### src/rtl/rail_seq_pkg.sv
package rail_seq_pkg;

  typedef enum logic [3:0] {
    ST_OFF,
    ST_IO,
    ST_PC,
    ST_CPU,
    ST_SLOW,
    ST_FAST,
    ST_RUN,
    ST_WARM,
    ST_PD
  } seqState_t;

  // strobes from the control FSM to the datapath
  typedef struct packed {
    logic tmrClr;
    logic ioOn;
    logic pcOn;
    logic cpuOn;
    logic slowOn;
    logic fastOn;
    logic porRelease;
    logic porAssert;
    logic fastOff;
    logic allOff;
    logic faultSet;
    logic faultClr;
  } seqCmd_t;

endpackage

### src/rtl/rail_seq_debounce.sv
module rail_seq_debounce #(
  parameter int LEN = 64
) (
  input  logic clk,
  input  logic rstN,
  input  logic rawIn,
  output logic pressPulse
);
  localparam int CNT_W = (LEN > 1) ? $clog2(LEN) : 1;
  localparam logic [CNT_W-1:0] CNT_LAST = CNT_W'(LEN - 1);

  logic syncA, syncB, stableLvl;
  logic [CNT_W-1:0] runCnt;

  always_ff @(posedge clk or negedge rstN) begin
    if (!rstN) begin
      syncA      <= 1'b0;
      syncB      <= 1'b0;
      stableLvl  <= 1'b0;
      runCnt     <= '0;
      pressPulse <= 1'b0;
    end else begin
      syncA      <= rawIn;
      syncB      <= syncA;
      pressPulse <= 1'b0;
      if (syncB != stableLvl) begin
        if (runCnt == CNT_LAST) begin
          stableLvl  <= syncB;
          runCnt     <= '0;
          pressPulse <= syncB;
        end else begin
          runCnt <= runCnt + 1'b1;
        end
      end else begin
        runCnt <= '0;
      end
    end
  end

  // a press pulse only follows a settled high level
  a_r2_press_after_settle: assert property (@(posedge clk) disable iff (!rstN)
    pressPulse |-> stableLvl);

endmodule

### src/rtl/rail_seq_ctrl.sv
module rail_seq_ctrl
  import rail_seq_pkg::*;
(
  input  logic       clk,
  input  logic       rstN,
  input  logic [1:0] bootMode,
  input  logic       pressPulse,
  input  logic       slaveOn,
  input  logic       slaveRise,
  input  logic       warmRise,
  input  logic       ioGood,
  input  logic       pllGood,
  input  logic       coreGood,
  input  logic       cpuGood,
  input  logic       railTimeout,
  input  logic       hfDone,
  input  logic       settleDone,
  input  logic       warmDone,
  output seqCmd_t    cmd
);
  seqState_t st, stNext;
  logic isMaster, isSlave, startReq, stopReq;

  assign isMaster = (bootMode == 2'b01);
  assign isSlave  = (bootMode == 2'b11);
  assign startReq = (isMaster && pressPulse) || (isSlave && slaveRise);
  assign stopReq  = (isMaster && pressPulse) || (isSlave && !slaveOn);

  always_comb begin
    stNext = st;
    cmd    = '0;
    unique case (st)
      ST_OFF: begin
        if (startReq) begin
          stNext       = ST_IO;
          cmd.ioOn     = 1'b1;
          cmd.tmrClr   = 1'b1;
          cmd.faultClr = 1'b1;
        end
      end
      ST_IO, ST_PC, ST_CPU: begin
        if (stopReq) begin
          stNext = ST_PD;
        end else if (st == ST_IO && ioGood) begin
          stNext     = ST_PC;
          cmd.pcOn   = 1'b1;
          cmd.tmrClr = 1'b1;
        end else if (st == ST_PC && pllGood && coreGood) begin
          stNext     = ST_CPU;
          cmd.cpuOn  = 1'b1;
          cmd.tmrClr = 1'b1;
        end else if (st == ST_CPU && cpuGood) begin
          stNext     = ST_SLOW;
          cmd.slowOn = 1'b1;
          cmd.tmrClr = 1'b1;
        end else if (railTimeout) begin
          stNext       = ST_PD;
          cmd.faultSet = 1'b1;
        end
      end
      ST_SLOW: begin
        if (stopReq) begin
          stNext = ST_PD;
        end else if (hfDone) begin
          stNext     = ST_FAST;
          cmd.fastOn = 1'b1;
          cmd.tmrClr = 1'b1;
        end
      end
      ST_FAST: begin
        if (stopReq) begin
          stNext = ST_PD;
        end else if (settleDone) begin
          stNext         = ST_RUN;
          cmd.porRelease = 1'b1;
        end
      end
      ST_RUN: begin
        if (stopReq) begin
          stNext = ST_PD;
        end else if (warmRise) begin
          stNext        = ST_WARM;
          cmd.porAssert = 1'b1;
          cmd.tmrClr    = 1'b1;
        end
      end
      ST_WARM: begin
        if (stopReq) begin
          stNext = ST_PD;
        end else if (warmDone) begin
          stNext         = ST_RUN;
          cmd.porRelease = 1'b1;
        end
      end
      ST_PD: begin
        stNext     = ST_OFF;
        cmd.allOff = 1'b1;
      end
      default: stNext = ST_OFF;
    endcase
    // entry into shutdown: reset low and fast clock off first
    if (st != ST_PD && stNext == ST_PD) begin
      cmd.porAssert = 1'b1;
      cmd.fastOff   = 1'b1;
    end
  end

  always_ff @(posedge clk or negedge rstN) begin
    if (!rstN) st <= ST_OFF;
    else       st <= stNext;
  end

  // with an undefined boot mode the machine never leaves OFF
  a_r1_no_start_invalid: assert property (@(posedge clk) disable iff (!rstN)
    (st == ST_OFF && !isMaster && !isSlave) |=> (st == ST_OFF));

  // shutdown always lasts one cycle before OFF
  a_r9_pd_one_cycle: assert property (@(posedge clk) disable iff (!rstN)
    (st == ST_PD) |=> (st == ST_OFF));

endmodule

### src/rtl/rail_seq_dp.sv
module rail_seq_dp
  import rail_seq_pkg::*;
#(
  parameter int RAIL_TIMEOUT = 200,
  parameter int HF_DELAY     = 173,
  parameter int SETTLE_LEN   = 4,
  parameter int WARM_W       = 8
) (
  input  logic              clk,
  input  logic              rstN,
  input  seqCmd_t           cmd,
  input  logic              slaveOn,
  input  logic              warmReq,
  input  logic [WARM_W-1:0] warmCycles,
  output logic              slaveRise,
  output logic              warmRise,
  output logic              railTimeout,
  output logic              hfDone,
  output logic              settleDone,
  output logic              warmDone,
  output logic              ioEn,
  output logic              pllEn,
  output logic              coreEn,
  output logic              cpuEn,
  output logic              slowClkEn,
  output logic              fastClkEn,
  output logic              porN,
  output logic              fault
);
  localparam int MAX_A  = (RAIL_TIMEOUT > HF_DELAY) ? RAIL_TIMEOUT : HF_DELAY;
  localparam int MAX_B  = (MAX_A > SETTLE_LEN) ? MAX_A : SETTLE_LEN;
  localparam int MAX_C  = (MAX_B > (1 << WARM_W)) ? MAX_B : (1 << WARM_W);
  localparam int TMR_W  = $clog2(MAX_C) + 1;

  logic [TMR_W-1:0]  tmr;
  logic [WARM_W-1:0] warmLast;
  logic slavePrev, warmPrev;

  assign slaveRise = slaveOn && !slavePrev;
  assign warmRise  = warmReq && !warmPrev;
  assign warmLast  = (warmCycles == '0) ? '0 : warmCycles - 1'b1;

  assign railTimeout = (tmr == TMR_W'(RAIL_TIMEOUT - 1));
  assign hfDone      = (tmr == TMR_W'(HF_DELAY - 1));
  assign settleDone  = (tmr == TMR_W'(SETTLE_LEN - 1));
  assign warmDone    = (tmr == TMR_W'(warmLast));

  always_ff @(posedge clk or negedge rstN) begin
    if (!rstN) begin
      tmr       <= '0;
      slavePrev <= 1'b0;
      warmPrev  <= 1'b0;
    end else begin
      slavePrev <= slaveOn;
      warmPrev  <= warmReq;
      if (cmd.tmrClr)    tmr <= '0;
      else if (tmr != '1) tmr <= tmr + 1'b1;
    end
  end

  always_ff @(posedge clk or negedge rstN) begin
    if (!rstN) begin
      ioEn      <= 1'b0;
      pllEn     <= 1'b0;
      coreEn    <= 1'b0;
      cpuEn     <= 1'b0;
      slowClkEn <= 1'b0;
      fastClkEn <= 1'b0;
      porN      <= 1'b0;
      fault     <= 1'b0;
    end else begin
      if (cmd.allOff) begin
        ioEn      <= 1'b0;
        pllEn     <= 1'b0;
        coreEn    <= 1'b0;
        cpuEn     <= 1'b0;
        slowClkEn <= 1'b0;
      end else begin
        if (cmd.ioOn)   ioEn      <= 1'b1;
        if (cmd.pcOn) begin
          pllEn  <= 1'b1;
          coreEn <= 1'b1;
        end
        if (cmd.cpuOn)  cpuEn     <= 1'b1;
        if (cmd.slowOn) slowClkEn <= 1'b1;
      end
      if (cmd.fastOff || cmd.allOff) fastClkEn <= 1'b0;
      else if (cmd.fastOn)           fastClkEn <= 1'b1;
      if (cmd.porAssert || cmd.allOff) porN <= 1'b0;
      else if (cmd.porRelease)         porN <= 1'b1;
      if (cmd.faultSet)      fault <= 1'b1;
      else if (cmd.faultClr) fault <= 1'b0;
    end
  end

  a_r4_pc_after_io: assert property (@(posedge clk) disable iff (!rstN)
    $rose(pllEn) |-> ($past(ioEn) && coreEn));

  a_r5_cpu_after_core: assert property (@(posedge clk) disable iff (!rstN)
    $rose(cpuEn) |-> $past(pllEn && coreEn));

  a_r6_fast_needs_slow: assert property (@(posedge clk) disable iff (!rstN)
    fastClkEn |-> (slowClkEn && cpuEn));

  a_r7_por_needs_all: assert property (@(posedge clk) disable iff (!rstN)
    porN |-> (ioEn && pllEn && coreEn && cpuEn && slowClkEn && fastClkEn));

  a_r8_fault_then_off: assert property (@(posedge clk) disable iff (!rstN)
    $rose(fault) |=> !ioEn);

  a_r9_reset_before_rails: assert property (@(posedge clk) disable iff (!rstN)
    $fell(ioEn) |-> $past(!porN && !fastClkEn));

endmodule

### src/rtl/rail_sequencer.sv
module rail_sequencer
  import rail_seq_pkg::*;
#(
  parameter int DEB_LEN      = 64,
  parameter int RAIL_TIMEOUT = 200,
  parameter int HF_DELAY     = 173,
  parameter int SETTLE_LEN   = 4,
  parameter int WARM_W       = 8
) (
  input  logic              clk,
  input  logic              rstN,
  input  logic [1:0]        bootMode,
  input  logic              buttonIn,
  input  logic              slaveOn,
  input  logic              warmReq,
  input  logic [WARM_W-1:0] warmCycles,
  input  logic              ioGood,
  input  logic              pllGood,
  input  logic              coreGood,
  input  logic              cpuGood,
  output logic              ioEn,
  output logic              pllEn,
  output logic              coreEn,
  output logic              cpuEn,
  output logic              slowClkEn,
  output logic              fastClkEn,
  output logic              porN,
  output logic              fault
);
  seqCmd_t cmd;
  logic pressPulse, slaveRise, warmRise;
  logic railTimeout, hfDone, settleDone, warmDone;

  rail_seq_debounce #(.LEN(DEB_LEN)) u_debounce (
    .clk        (clk),
    .rstN       (rstN),
    .rawIn      (buttonIn),
    .pressPulse (pressPulse)
  );

  rail_seq_ctrl u_ctrl (
    .clk         (clk),
    .rstN        (rstN),
    .bootMode    (bootMode),
    .pressPulse  (pressPulse),
    .slaveOn     (slaveOn),
    .slaveRise   (slaveRise),
    .warmRise    (warmRise),
    .ioGood      (ioGood),
    .pllGood     (pllGood),
    .coreGood    (coreGood),
    .cpuGood     (cpuGood),
    .railTimeout (railTimeout),
    .hfDone      (hfDone),
    .settleDone  (settleDone),
    .warmDone    (warmDone),
    .cmd         (cmd)
  );

  rail_seq_dp #(
    .RAIL_TIMEOUT (RAIL_TIMEOUT),
    .HF_DELAY     (HF_DELAY),
    .SETTLE_LEN   (SETTLE_LEN),
    .WARM_W       (WARM_W)
  ) u_dp (
    .clk         (clk),
    .rstN        (rstN),
    .cmd         (cmd),
    .slaveOn     (slaveOn),
    .warmReq     (warmReq),
    .warmCycles  (warmCycles),
    .slaveRise   (slaveRise),
    .warmRise    (warmRise),
    .railTimeout (railTimeout),
    .hfDone      (hfDone),
    .settleDone  (settleDone),
    .warmDone    (warmDone),
    .ioEn        (ioEn),
    .pllEn       (pllEn),
    .coreEn      (coreEn),
    .cpuEn       (cpuEn),
    .slowClkEn   (slowClkEn),
    .fastClkEn   (fastClkEn),
    .porN        (porN),
    .fault       (fault)
  );

endmodule

### config.mk
export PLATFORM = sky130hd
export DESIGN_NAME = rail_sequencer
export DESIGN_NICKNAME = d
export VERILOG_FILES = /design/src/rtl/rail_seq_pkg.sv /design/src/rtl/rail_seq_debounce.sv /design/src/rtl/rail_seq_ctrl.sv /design/src/rtl/rail_seq_dp.sv /design/src/rtl/rail_sequencer.sv
export SDC_FILE = /design/constraint.sdc
export NUM_CORES = 1
export LEC_CHECK = 0
export ABC_AREA = 0
export ABC_CLOCK_PERIOD_IN_PS = 3200
export CORE_ASPECT_RATIO = 1.25
export CORE_MARGIN = 8
export CORE_UTILIZATION = 45
export CTS_BUF_LIST = sky130_fd_sc_hd__clkbuf_4 sky130_fd_sc_hd__clkbuf_8
export CTS_CLUSTER_DIAMETER = 80
export DETAILED_ROUTE_END_ITERATION = 12
export PLACE_DENSITY = 0.74
export SKIP_CTS_REPAIR_TIMING = 1
export SLEW_MARGIN = 5
export SYNTH_ARGS = -nofsm -noshare
export SYNTH_HDL_FRONTEND = slang
export SYNTH_HIERARCHICAL = 1
export SYNTH_SLANG_ARGS = --single-unit
### constraint.sdc
create_clock -name clk -period 3.2 [get_ports clk]
set_clock_uncertainty 0.1 [all_clocks]
set_input_delay 0.64 -clock clk [delete_from_list [all_inputs] [get_ports clk]]
set_output_delay 0.64 -clock clk [all_outputs]
set_load 0.05 [all_outputs]
==> qor.csv, run 1 <==
stage,metric,value,unit
status,outcome,finished clean,
clocking,CTS tree,done,
routing,Pre-antenna DRT Iters,4,
power_and_ir_drop,sequential share of power,38.8,%
setup_path,Worst Setup Start Kind,input pin,
placement,Post-Place Setup Slack,-500.1,ps
logic_synthesis,Synth top area share,39.14,%
logic_synthesis,Yosys top cell by area,dfrtp_1,
run,Max Cap Viol,0,
routing,Vias,1851,
floorplan,core area,4392,sq um
clocking,CTS Buffer Depth,2,
layout,Finished Layout Cells,333,
timing,max-slew violation count,0,
global_routing,largest net degree at the start of global routing,33,
routing,DRC Markers,0,
setup_path,RR Endpoint,u_dp/tmr[7],
power_and_ir_drop,static leakage,1.109,nW
logic_synthesis,Mapped Area,2046,sq um
placement,Placed Cells,325,
setup_path,WS Path Type,in2reg,
timing,actual slew at the worst max-slew pin,526.6,ps
floorplan,die area,6973,sq um
logic_synthesis,Synth cell types,55,
power_and_ir_drop,switching share of power,40.40,%
power_and_ir_drop,Clock Power Share,22.7,%
clocking,H-tree depth,2,
setup_path,r2r setup slk,320,ps
clocking,CTS Sinks,32,
power_and_ir_drop,switching power of the nets,0.0006820,W
routing,drt via density,5.559,
setup_path,Worst Setup EP,u_ctrl/st[0],
power_and_ir_drop,part of the power in combinational logic,38.5,%
timing,crit path time final,3095,ps
power_and_ir_drop,maximum vdd drop,0.3168,mV
global_routing,gr usage total,14.24,%
timing,setup_tns,0,ps
routing,WL/cell,14.59,um
global_routing,vias in the first global route,1915,
setup_path,Critical Path Start,warmCycles[2],
setup_path,Required @ worst endpoint,3270,ps
logic_synthesis,"count leader, synth",nor2_1,
floorplan,row count,27,
timing,Tcrit/Tclk final,96.73,%
logic_synthesis,sequential share of the synthesized area,39.14,%
floorplan,Die Height,91.39,um
logic_synthesis,Syn Area/Cell,8.705,sq um
clocking,clock slew at reported path FFs,70,ps
clocking,clock root buffer,clkbuf_8,
logic_synthesis,#FFs+latches synth,32,
logic_synthesis,Post-synth top cells,"40 x nor2_1, 32 x dfrtp_1, 16 x inv_1, 16 x nand2_1, 12 x nand3_1",
layout,ant diodes,0,
hold_path,Hold Crit Class,reg2reg,
setup_path,WP data arrival,3170,ps
timing,worst rel slew slack,64.80,%
global_routing,gr ovfl total,0,
layout,area growth from synthesis to layout,26.24,%
clocking,clk_lat worst skew,280,ps
logic_synthesis,Syn Inst Count,235,
routing,WL final,4.859,mm
logic_synthesis,top_reg_cell synth,dfrtp_1,
setup_path,CP Capture Type,flop,
clocking,Num CTS Buffers,5,
layout,FILL cells,413,
logic_synthesis,Syn. warnings,6,
timing,fin worst setup slack,104.8,ps
timing,endpoints failing setup,0,
routing,met3 wire length,180,um
routing,DR top layer,met4,
routing,Initial DRC Count,102,
routing,metal2 WL,2.563,mm
global_routing,first-pass GRT wire length,8.487,mm
placement,GP Congestion,0.9298,
global_routing,antenna violations before repair,0,
timing,final hold vios,0,
timing,fmax,323.1,MHz
floorplan,Initial Util,46.58,%
setup_path,reg2reg path depth,13,
power_and_ir_drop,PD cells,653.6,nW/um^2
placement,Port Buffers,26,
placement,hpwl dp,3.591,mm
logic_synthesis,top post-synthesis cells by area,"dfrtp_1 39%, nor2_1 7.3%, xnor2_1 3.9%, xor2_1 3.4%, ha_1 3.1%",
routing,M1 wire length,2.034,mm
setup_path,worst flop-to-flop path startpoint,u_dp/tmr[0],
layout,fin nets,298,
logic_synthesis,"EDFF count, synth",0,
floorplan,Ports,27,
power_and_ir_drop,total internal power,0.001006,W
logic_synthesis,ys async rst share,100.0,%
setup_path,crit path max fanout,2,
layout,layout cell share with drive strength beyond 1,15.27,%
routing,Final ANT Viol Nets,0,
floorplan,chip width,76.31,um
logic_synthesis,Mapped Nets,259,
cells by family (layout without fill, tap and decap cells):
group	after synthesis	count (layout)	synth area share, %
DFF	32	32	39.14
buffers and inverters	27	67	5.504
AOI/OAI and AO/OA	37	37	12.84
xor gates and xnor gates	17	17	7.279
and+or+nand+nor	111	111	28.99
adders and majority gates	5	5	3.058
muxes	6	6	3.180
critical path, cell delays in order:
cell and delay (ps):
clkdlybuf4s50_1 420, or4b_4 540, or4_4 430, and3_4 190, a211o_1 270, nor4_2 130
mux2i_1 140, nand3_1 110, o221ai_1 110, a21o_1 190
power by group through the flow:
stage	sequential (W)	combinational [W]	clock (W)
floorplan	0.000655	0.000442	0
global placement	0.000652	0.000625	0
detailed placement	0.000656	0.000633	0
CTS	0.000650	0.000643	0.000392
global route	0.000674	0.000719	0.000411
finish	0.000654	0.000650	0.000383
sequential cells by signal, indices dropped and copies added, names as in the netlist:
signal                 cells
u_dp/porN                  1
u_dp/cpuEn                 1
u_dp/ioEn                  1
u_dp/slavePrev             1
u_debounce/syncA           1
u_dp/fault                 1
u_debounce/stableLvl       1
u_dp/warmPrev              1
u_ctrl/st                  4
u_debounce/pressPulse      1
u_dp/slowClkEn             1
u_dp/coreEn                1
u_dp/fastClkEn             1
u_debounce/runCnt          6
u_dp/tmr                   9
u_debounce/syncB           1
per-layer routing:
layer  up-vias  track usage (%)
met4         0            6.109
met5         -                0
met1       900            15.42
met2        44            25.84
li1        899                -
met3         8            3.254
how the worst min path moves through the flow:
stage | cells after the start | end | slack [ps] | start
3_5_place_dp | 0 | u_debounce/syncB | 240 | u_debounce/syncA
4_1_cts | 0 | u_debounce/syncB | 260 | u_debounce/syncA
5_1_grt | 0 | u_debounce/syncB | 270 | u_debounce/syncA
2_1_floorplan | 0 | u_debounce/syncB | 230 | u_debounce/syncA
3_3_place_gp | 0 | u_debounce/syncB | 230 | u_debounce/syncA
6_report | 0 | u_debounce/syncB | 260 | u_debounce/syncA
cells in the final DEF, fill, tap and decap left out, types with 4 or more instances in the layout:
| cell type | netlist | layout |
|---|---|---|
| nand2_1 | 16 | 16 |
| nor2b_1 | 4 | 4 |
| inv_1 | 16 | 15 |
| o21ai_0 | 6 | 6 |
| ha_1 | 5 | 4 |
| or3_1 | 4 | 4 |
| nor3_1 | 6 | 6 |
| nand3_1 | 12 | 12 |
| mux2i_1 | 5 | 5 |
| clkbuf_8 | 0 | 5 |
| nor2_1 | 40 | 40 |
| a21oi_1 | 6 | 6 |
| xor2_1 | 8 | 8 |
| dfrtp_1 | 32 | 32 |
| xnor2_1 | 9 | 9 |
| buf_4 | 2 | 17 |
| clkdlybuf4s50_1 | 0 | 24 |
layout make-up:
cell class                 instances  area, sq um  share of cell area (%)
multi-input combinational        176         1145                   44.33
sequential                        32        800.8                   31.01
timing repair buffer              43        392.9                   15.21
tap                               58        72.57                   2.810
clock buffer                       5        68.82                   2.665
inverter                          16        60.06                   2.326
clock inverter                     3        42.54                   1.647
through the flow:
step	util [%]	instance area (sq um)	hold WS (ps)	power [W]
floorplan	-	2046	231.2	0.001097
global placement	55.87	2454	234.4	0.001277
detailed placement	55.87	2454	241.9	0.001288
CTS	58.40	2565	256.9	0.001685
global route	58.80	2582	270.0	0.001804
finish	58.80	2582	257.2	0.001688
Power figures use the tool's default switching activity.
==> run 2: changes to the inputs <==
--- a/config.mk
+++ b/config.mk
@@ -8,10 +8,10 @@
 export ABC_AREA = 0
 export ABC_CLOCK_PERIOD_IN_PS = 3200
 export CORE_ASPECT_RATIO = 1.25
-export CORE_MARGIN = 8
+export CORE_MARGIN = 5
 export CORE_UTILIZATION = 45
 export CTS_BUF_LIST = sky130_fd_sc_hd__clkbuf_4 sky130_fd_sc_hd__clkbuf_8
-export CTS_CLUSTER_DIAMETER = 80
+export CTS_CLUSTER_DIAMETER = 60
 export DETAILED_ROUTE_END_ITERATION = 12
 export PLACE_DENSITY = 0.74
 export SKIP_CTS_REPAIR_TIMING = 1
==> run 2 against run 1 <==
Net effect: cell count increased by 0.30%; routed wire length decreased by 5.8%; setup slack improved by 32 ps; clock power increased by 1%; critical path type unchanged; critical endpoint unchanged; critical path depth unchanged; clock-buffer cell count unchanged; largest cell class unchanged.
==> qor.csv, run 2 (same netlist as run 1, synthesis figures left out) <==
stage,metric,value,unit,change
layout,final instance area,2600,sq um,+0.68%
setup_path,CP Capture Type,flop,,
setup_path,reg2reg path depth,13,,unchanged
timing,crit path time final,3063,ps,-31.92 ps
run,Max Cap Viol,0,,unchanged
power_and_ir_drop,maximum vdd drop,0.3602,mV,+14%
routing,drt via density,5.392,,-3.0%
global_routing,first-pass GRT wire length,7.693,mm,-9.4%
clocking,clk_lat worst skew,290,ps,about the same
setup_path,crit path max fanout,2,,unchanged
routing,Vias,1801,,-2.7%
global_routing,vias in the first global route,1775,,-7.3%
hold_path,hold path depth,0,,unchanged
placement,GP Congestion,0.8659,,-6.9%
power_and_ir_drop,static leakage,1.135,nW,+2.3%
layout,number of flip-flops in the largest register,9,,unchanged
clocking,clock root buffer,clkbuf_8,,
routing,Pre-antenna DRT Iters,4,,unchanged
routing,WL final,4.577,mm,-5.8%
timing,max-slew violation count,0,,unchanged
global_routing,largest net degree at the start of global routing,33,,unchanged
global_routing,antenna violations before repair,0,,unchanged
floorplan,Ports,27,,unchanged
routing,WL/cell,13.70,um,-6.1%
global_routing,gr ovfl total,0,,unchanged
placement,Placed Cells,326,,+0.31%
layout,most frequent cells in the layout,"40 x nor2_1, 32 x dfrtp_1, 22 x clkdlybuf4s50_1",,
clocking,CTS Buffer Depth,2,,unchanged
floorplan,Die Height,85.39,um,-6.6%
layout,Sequential Area,800.8,sq um,unchanged
global_routing,gr usage total,15.75,%,+1.5 points
setup_path,Required @ worst endpoint,3280,ps,about the same
floorplan,chip width,70.31,um,-7.9%
clocking,Num CTS Buffers,5,,unchanged
timing,actual slew at the worst max-slew pin,590.5,ps,+63.90 ps
floorplan,row count,27,,unchanged
placement,Port Buffers,26,,unchanged
routing,Final ANT Viol Nets,0,,unchanged
layout,ant diodes,0,,unchanged
layout,Largest Register,u_dp/tmr,,
layout,FILL cells,393,,-4.8%
placement,hpwl dp,3.528,mm,-1.7%
layout,area of the multi-input gates,1150,sq um,+0.44%
timing,endpoints failing setup,0,,unchanged
clocking,CTS tree,done,,
routing,DRC Markers,0,,unchanged
placement,Post-DP Area,2461,sq um,+0.31%
setup_path,WS Path Type,in2reg,,
timing,worst rel slew slack,59.61,%,-5.2 points
layout,largest registers,"u_dp/tmr x9, u_debounce/runCnt x6, u_ctrl/st x4",,
layout,Finished Layout Cells,334,,+0.30%
power_and_ir_drop,PD cells,649.9,nW/um^2,-0.56%
timing,final hold vios,0,,unchanged
layout,fin nets,299,,+0.34%
hold_path,Hold Crit Class,reg2reg,,
setup_path,WP data arrival,3150,ps,-20 ps
clocking,CTS Sinks,32,,unchanged
timing,Tcrit/Tclk final,95.73,%,-1.0 points
timing,unrepaired setup endpoints after global routing,no,,
floorplan,core area,4392,sq um,unchanged
status,outcome,finished clean,,
floorplan,die area,6003,sq um,-14%
setup_path,Worst Setup Start Kind,input pin,,
layout,area growth from synthesis to layout,27.09,%,
clocking,H-tree depth,2,,unchanged
clocking,clock slew at reported path FFs,70,ps,about the same
routing,Initial DRC Count,139,,+36%
timing,fmax,326.4,MHz,+1.0%
layout,"most common cell after layout, fill and taps aside",nor2_1,,
floorplan,Initial Util,46.58,%,unchanged
layout,layout cell share with drive strength beyond 1,15.58,%,+0.31 points
## run 2: cell type report
type	count	share of cell area (%)
clock buffer	5	2.647
multi-input combinational	176	44.23
tap	58	2.791
inverter	16	2.310
timing repair buffer	44	15.59
clock inverter	3	1.636
sequential	32	30.80
## run 2: worst paths after layout
check / startpoint / to / slack [ps]
hold / removal: u_debounce/syncA / u_debounce/syncB / 250
min in group asynchronous: rstN / u_ctrl/st[0] / 640
hold reg to reg: u_debounce/syncA / u_debounce/syncB / 250
setup reg to reg: u_dp/tmr[0] / u_dp/tmr[7] / 350
max in group asynchronous: rstN / u_dp/tmr[1] / 2050
setup / recovery: warmCycles[4] / u_ctrl/st[0] / 140
## run 2: worst max-delay path, cell delays in order
cell             delay (ps)
clkdlybuf4s50_1         420
or4b_4                  490
or4_4                   430
and3_4                  190
a211o_1                 270
nor4_2                  160
mux2i_1                 160
nand3_1                 140
o221ai_2                 90
a21o_1                  160
## run 2: power by group
part           total (W)  switching (W)  internal, W  leakage (nW)
combinational   0.000670       0.000385     0.000285         0.663
sequential      0.000632       0.000135     0.000497         0.417
clock           0.000387       0.000157     0.000230        0.0541
## run 2: metal layers
layer  GRT usage [%]  up-vias  wire length, um
met1           17.50      849             1898
met3           4.265        7              198
li1                -      899                -
met2           27.94       46             2397
met4           6.794        0               82
met5               0        -                0
## run 2: stage by stage
step / util, % / setup TNS (ps) / hold slack, ps / setup slack (ps) / power (W)
floorplan: - / 0 / 231.2 / 18.94 / 0.001097
global placement: 56.04 / -757.1 / 235.9 / -423.5 / 0.001285
detailed placement: 56.04 / -926.4 / 234.7 / -500.5 / 0.001299
CTS: 58.58 / -318.3 / 251.4 / -192.6 / 0.001696
global route: 59.20 / 0 / 268.8 / 29.35 / 0.001795
finish: 59.20 / 0 / 249.8 / 136.7 / 0.001690
==> run 3: changes to the inputs <==
--- a/config.mk
+++ b/config.mk
@@ -13,7 +13,7 @@
 export CTS_BUF_LIST = sky130_fd_sc_hd__clkbuf_4 sky130_fd_sc_hd__clkbuf_8
 export CTS_CLUSTER_DIAMETER = 60
 export DETAILED_ROUTE_END_ITERATION = 12
-export PLACE_DENSITY = 0.74
+export PLACE_DENSITY = 0.7
 export SKIP_CTS_REPAIR_TIMING = 1
 export SLEW_MARGIN = 5
 export SYNTH_ARGS = -nofsm -noshare
==> run 3 against run 2 <==
Net effect: critical path depth stayed put; global-route usage is 0.50 points higher; sequential power is 1% higher; die area stayed put; design area is 0.14% higher; hold slack worse by 2.2 ps; largest power group unchanged; clock power hardly changed; critical path type unchanged; first-iteration DRC count is 28% lower; maximum frequency is 1.9% lower; highest routed layer unchanged.
==> qor.csv, run 3 (same netlist as run 1, synthesis figures left out) <==
stage,metric,value,unit,change
status,outcome,finished clean,,
routing,WL/cell,13.79,um,+0.62%
routing,DRC Markers,0,,unchanged
floorplan,core area,4392,sq um,unchanged
setup_path,max incr delay on CP,540,ps,+50 ps
setup_path,cells along the critical path,clkdlybuf4s50_1 -> or4b_4 -> or4_4 -> and3_4 -> a211o_1 -> nor4_2 -> mux2i_1 -> nand3_1 -> o221ai_2 -> a21o_1,,
placement,Placed Cells,326,,unchanged
clocking,CTS Sinks,32,,unchanged
run,Max Cap Viol,0,,unchanged
power_and_ir_drop,switching share of power,39.83,%,-0.24 points
layout,Finished Layout Cells,335,,+0.30%
placement,hpwl dp,3.537,mm,+0.26%
clocking,CTS tree,done,,
timing,final hold vios,0,,unchanged
layout,ant diodes,0,,unchanged
layout,number of flip-flops in the largest register,9,,unchanged
layout,Largest Register,u_dp/tmr,,
setup_path,crit-path leading delay family,simple AND/OR/NAND/NOR gates,,
global_routing,met3 Use GR,4.147,%,-0.12 points
setup_path,CP Capture Type,flop,,
setup_path,CP max-delay cell,or4b_4,,
power_and_ir_drop,maximum vdd drop,0.4457,mV,+24%
power_and_ir_drop,part of the power in combinational logic,39.2,%,-0.5 points
global_routing,met2 Use GR,28.96,%,+1.0 points
timing,crit path time final,3121,ps,+57.86 ps
power_and_ir_drop,PD cells,647.0,nW/um^2,-0.44%
power_and_ir_drop,sequential share of power,38.0,%,+0.6 points
layout,most frequent cells in the layout,"40 x nor2_1, 32 x dfrtp_1, 24 x clkdlybuf4s50_1",,
routing,Vias,1829,,+1.6%
setup_path,Required @ worst endpoint,3280,ps,about the same
timing,fmax,320.4,MHz,-1.9%
setup_path,WP data arrival,3200,ps,+50 ps
layout,layout cell share with drive strength beyond 1,16.25,%,+0.67 points
floorplan,die area,6003,sq um,unchanged
power_and_ir_drop,switching power of the nets,0.0006709,W,-0.90%
setup_path,WP buf/inv,1,,unchanged
layout,area growth from synthesis to layout,27.28,%,
layout,FILL cells,395,,+0.51%
layout,final instance area,2604,sq um,+0.14%
clocking,CTS Buffer Depth,2,,unchanged
timing,worst hold slack,247.7,ps,-2.179 ps
clocking,Num CTS Buffers,5,,unchanged
clocking,clock slew at reported path FFs,70,ps,about the same
routing,WL final,4.619,mm,+0.92%
global_routing,antenna violations before repair,0,,unchanged
power_and_ir_drop,total internal power,0.001014,W,+0.10%
placement,GP Congestion,0.8778,,+1.4%
routing,Initial DRC Count,100,,-28%
global_routing,gr busiest metal,met2,,
clocking,clk_lat worst skew,280,ps,about the same
global_routing,met1 Track Usage GR,18.10,%,+0.60 points
power_and_ir_drop,Design Power,0.001685,W,-0.30%
clocking,clock root buffer,clkbuf_8,,
layout,"most common cell after layout, fill and taps aside",nor2_1,,
floorplan,Initial Util,46.58,%,unchanged
timing,setup_tns,0,ps,unchanged
layout,fin nets,300,,+0.33%
routing,Final ANT Viol Nets,0,,unchanged
placement,Post-DP Area,2461,sq um,unchanged
floorplan,Die Height,85.39,um,unchanged
timing,endpoints failing setup,0,,unchanged
timing,Tcrit/Tclk final,97.54,%,+1.8 points
clocking,H-tree depth,2,,unchanged
global_routing,first-pass GRT wire length,7.921,mm,+3.0%
setup_path,crit path max fanout,3,,+1
timing,max-slew violation count,0,,unchanged
global_routing,gr ovfl total,0,,unchanged
timing,worst rel slew slack,66.89,%,+7.3 points
routing,drt via density,5.460,,+1.3%
power_and_ir_drop,Clock Power Share,22.8,%,about the same
power_and_ir_drop,static leakage,1.121,nW,-1.3%
placement,Port Buffers,26,,unchanged
timing,actual slew at the worst max-slew pin,495.1,ps,-95.47 ps
floorplan,chip width,70.31,um,unchanged
layout,largest registers,"u_dp/tmr x9, u_debounce/runCnt x6, u_ctrl/st x4",,
global_routing,gr usage total,16.25,%,+0.50 points
routing,Pre-antenna DRT Iters,4,,unchanged
floorplan,row count,27,,unchanged
hold_path,Hold Crit Class,reg2reg,,
global_routing,largest net degree at the start of global routing,33,,unchanged
setup_path,Worst Setup Start Kind,input pin,,
setup_path,WS Path Type,in2reg,,
global_routing,vias in the first global route,1802,,+1.5%
floorplan,Ports,27,,unchanged
-- run 3: cell count changes in the layout (fill, tap and decap cells not counted) --
| cell | change |
|---|---|
| a2111oi_0 | -1 |
| a2111oi_1 | +1 |
| dlymetal6s2s_1 | -2 |
| clkdlybuf4s50_1 | +2 |
| buf_4 | +1 |
| inv_2 | +1 |
| inv_1 | -1 |
-- run 3: worst paths after layout --
kind,depth (start not counted),to,from,slack [ps]
min,0,u_debounce/syncB,u_debounce/syncA,250
min in group asynchronous,2,u_ctrl/st[1],rstN,650
max reg2reg,13,u_dp/tmr[7],u_dp/tmr[0],340
max in group asynchronous,2,u_debounce/runCnt[5],rstN,2050
max,10,u_ctrl/st[0],warmCycles[3],80
min reg2reg,0,u_debounce/syncB,u_debounce/syncA,250
-- run 3: per-layer routing --
metal,vias to the layer above,share of wire [%]
met3,13,4.5
met5,-,0
met1,873,42
met4,0,2.8
li1,903,-
met2,40,51
-- run 3: final cells by class --
cell class	instances	area, sq um	share of cell area (%)
timing repair buffer	45	407.9	15.67
clock buffer	5	68.82	2.643
sequential	32	800.8	30.75
clock inverter	3	42.54	1.634
tap	58	72.57	2.787
inverter	16	60.06	2.307
multi-input combinational	176	1151	44.21
-- run 3: worst reg2reg max path: cells and delay by family (launching register included) --
family / cells / cell delay, ps
AND/OR/NAND/NOR: 5 / 840
AO/OA/AOI/OAI: 3 / 670
flip-flops: 1 / 450
multiplexers: 1 / 210
buffers and inverters: 2 / 180
XOR/XNOR: 1 / 160
adder cells (fa/ha/maj): 1 / 150
-- run 3: through the flow --
stage | worst slack, ps | util, %
final | 78.81 | 59.29
after global placement | -418.5 | 56.04
after floorplan | 18.94 | -
after CTS | -198.3 | 58.58
after global routing | -8.448 | 59.29
after detailed placement | -512.2 | 56.04
-- run 3: power groups by stage --
stage	Combinational (W)	Sequential, W	Clock (W)
after floorplan	0.000442	0.000655	0
after global placement	0.000645	0.000643	0
after detailed placement	0.000650	0.000646	0
after CTS	0.000655	0.000639	0.000399
after global routing	0.000729	0.000661	0.000412
final	0.000661	0.000639	0.000384
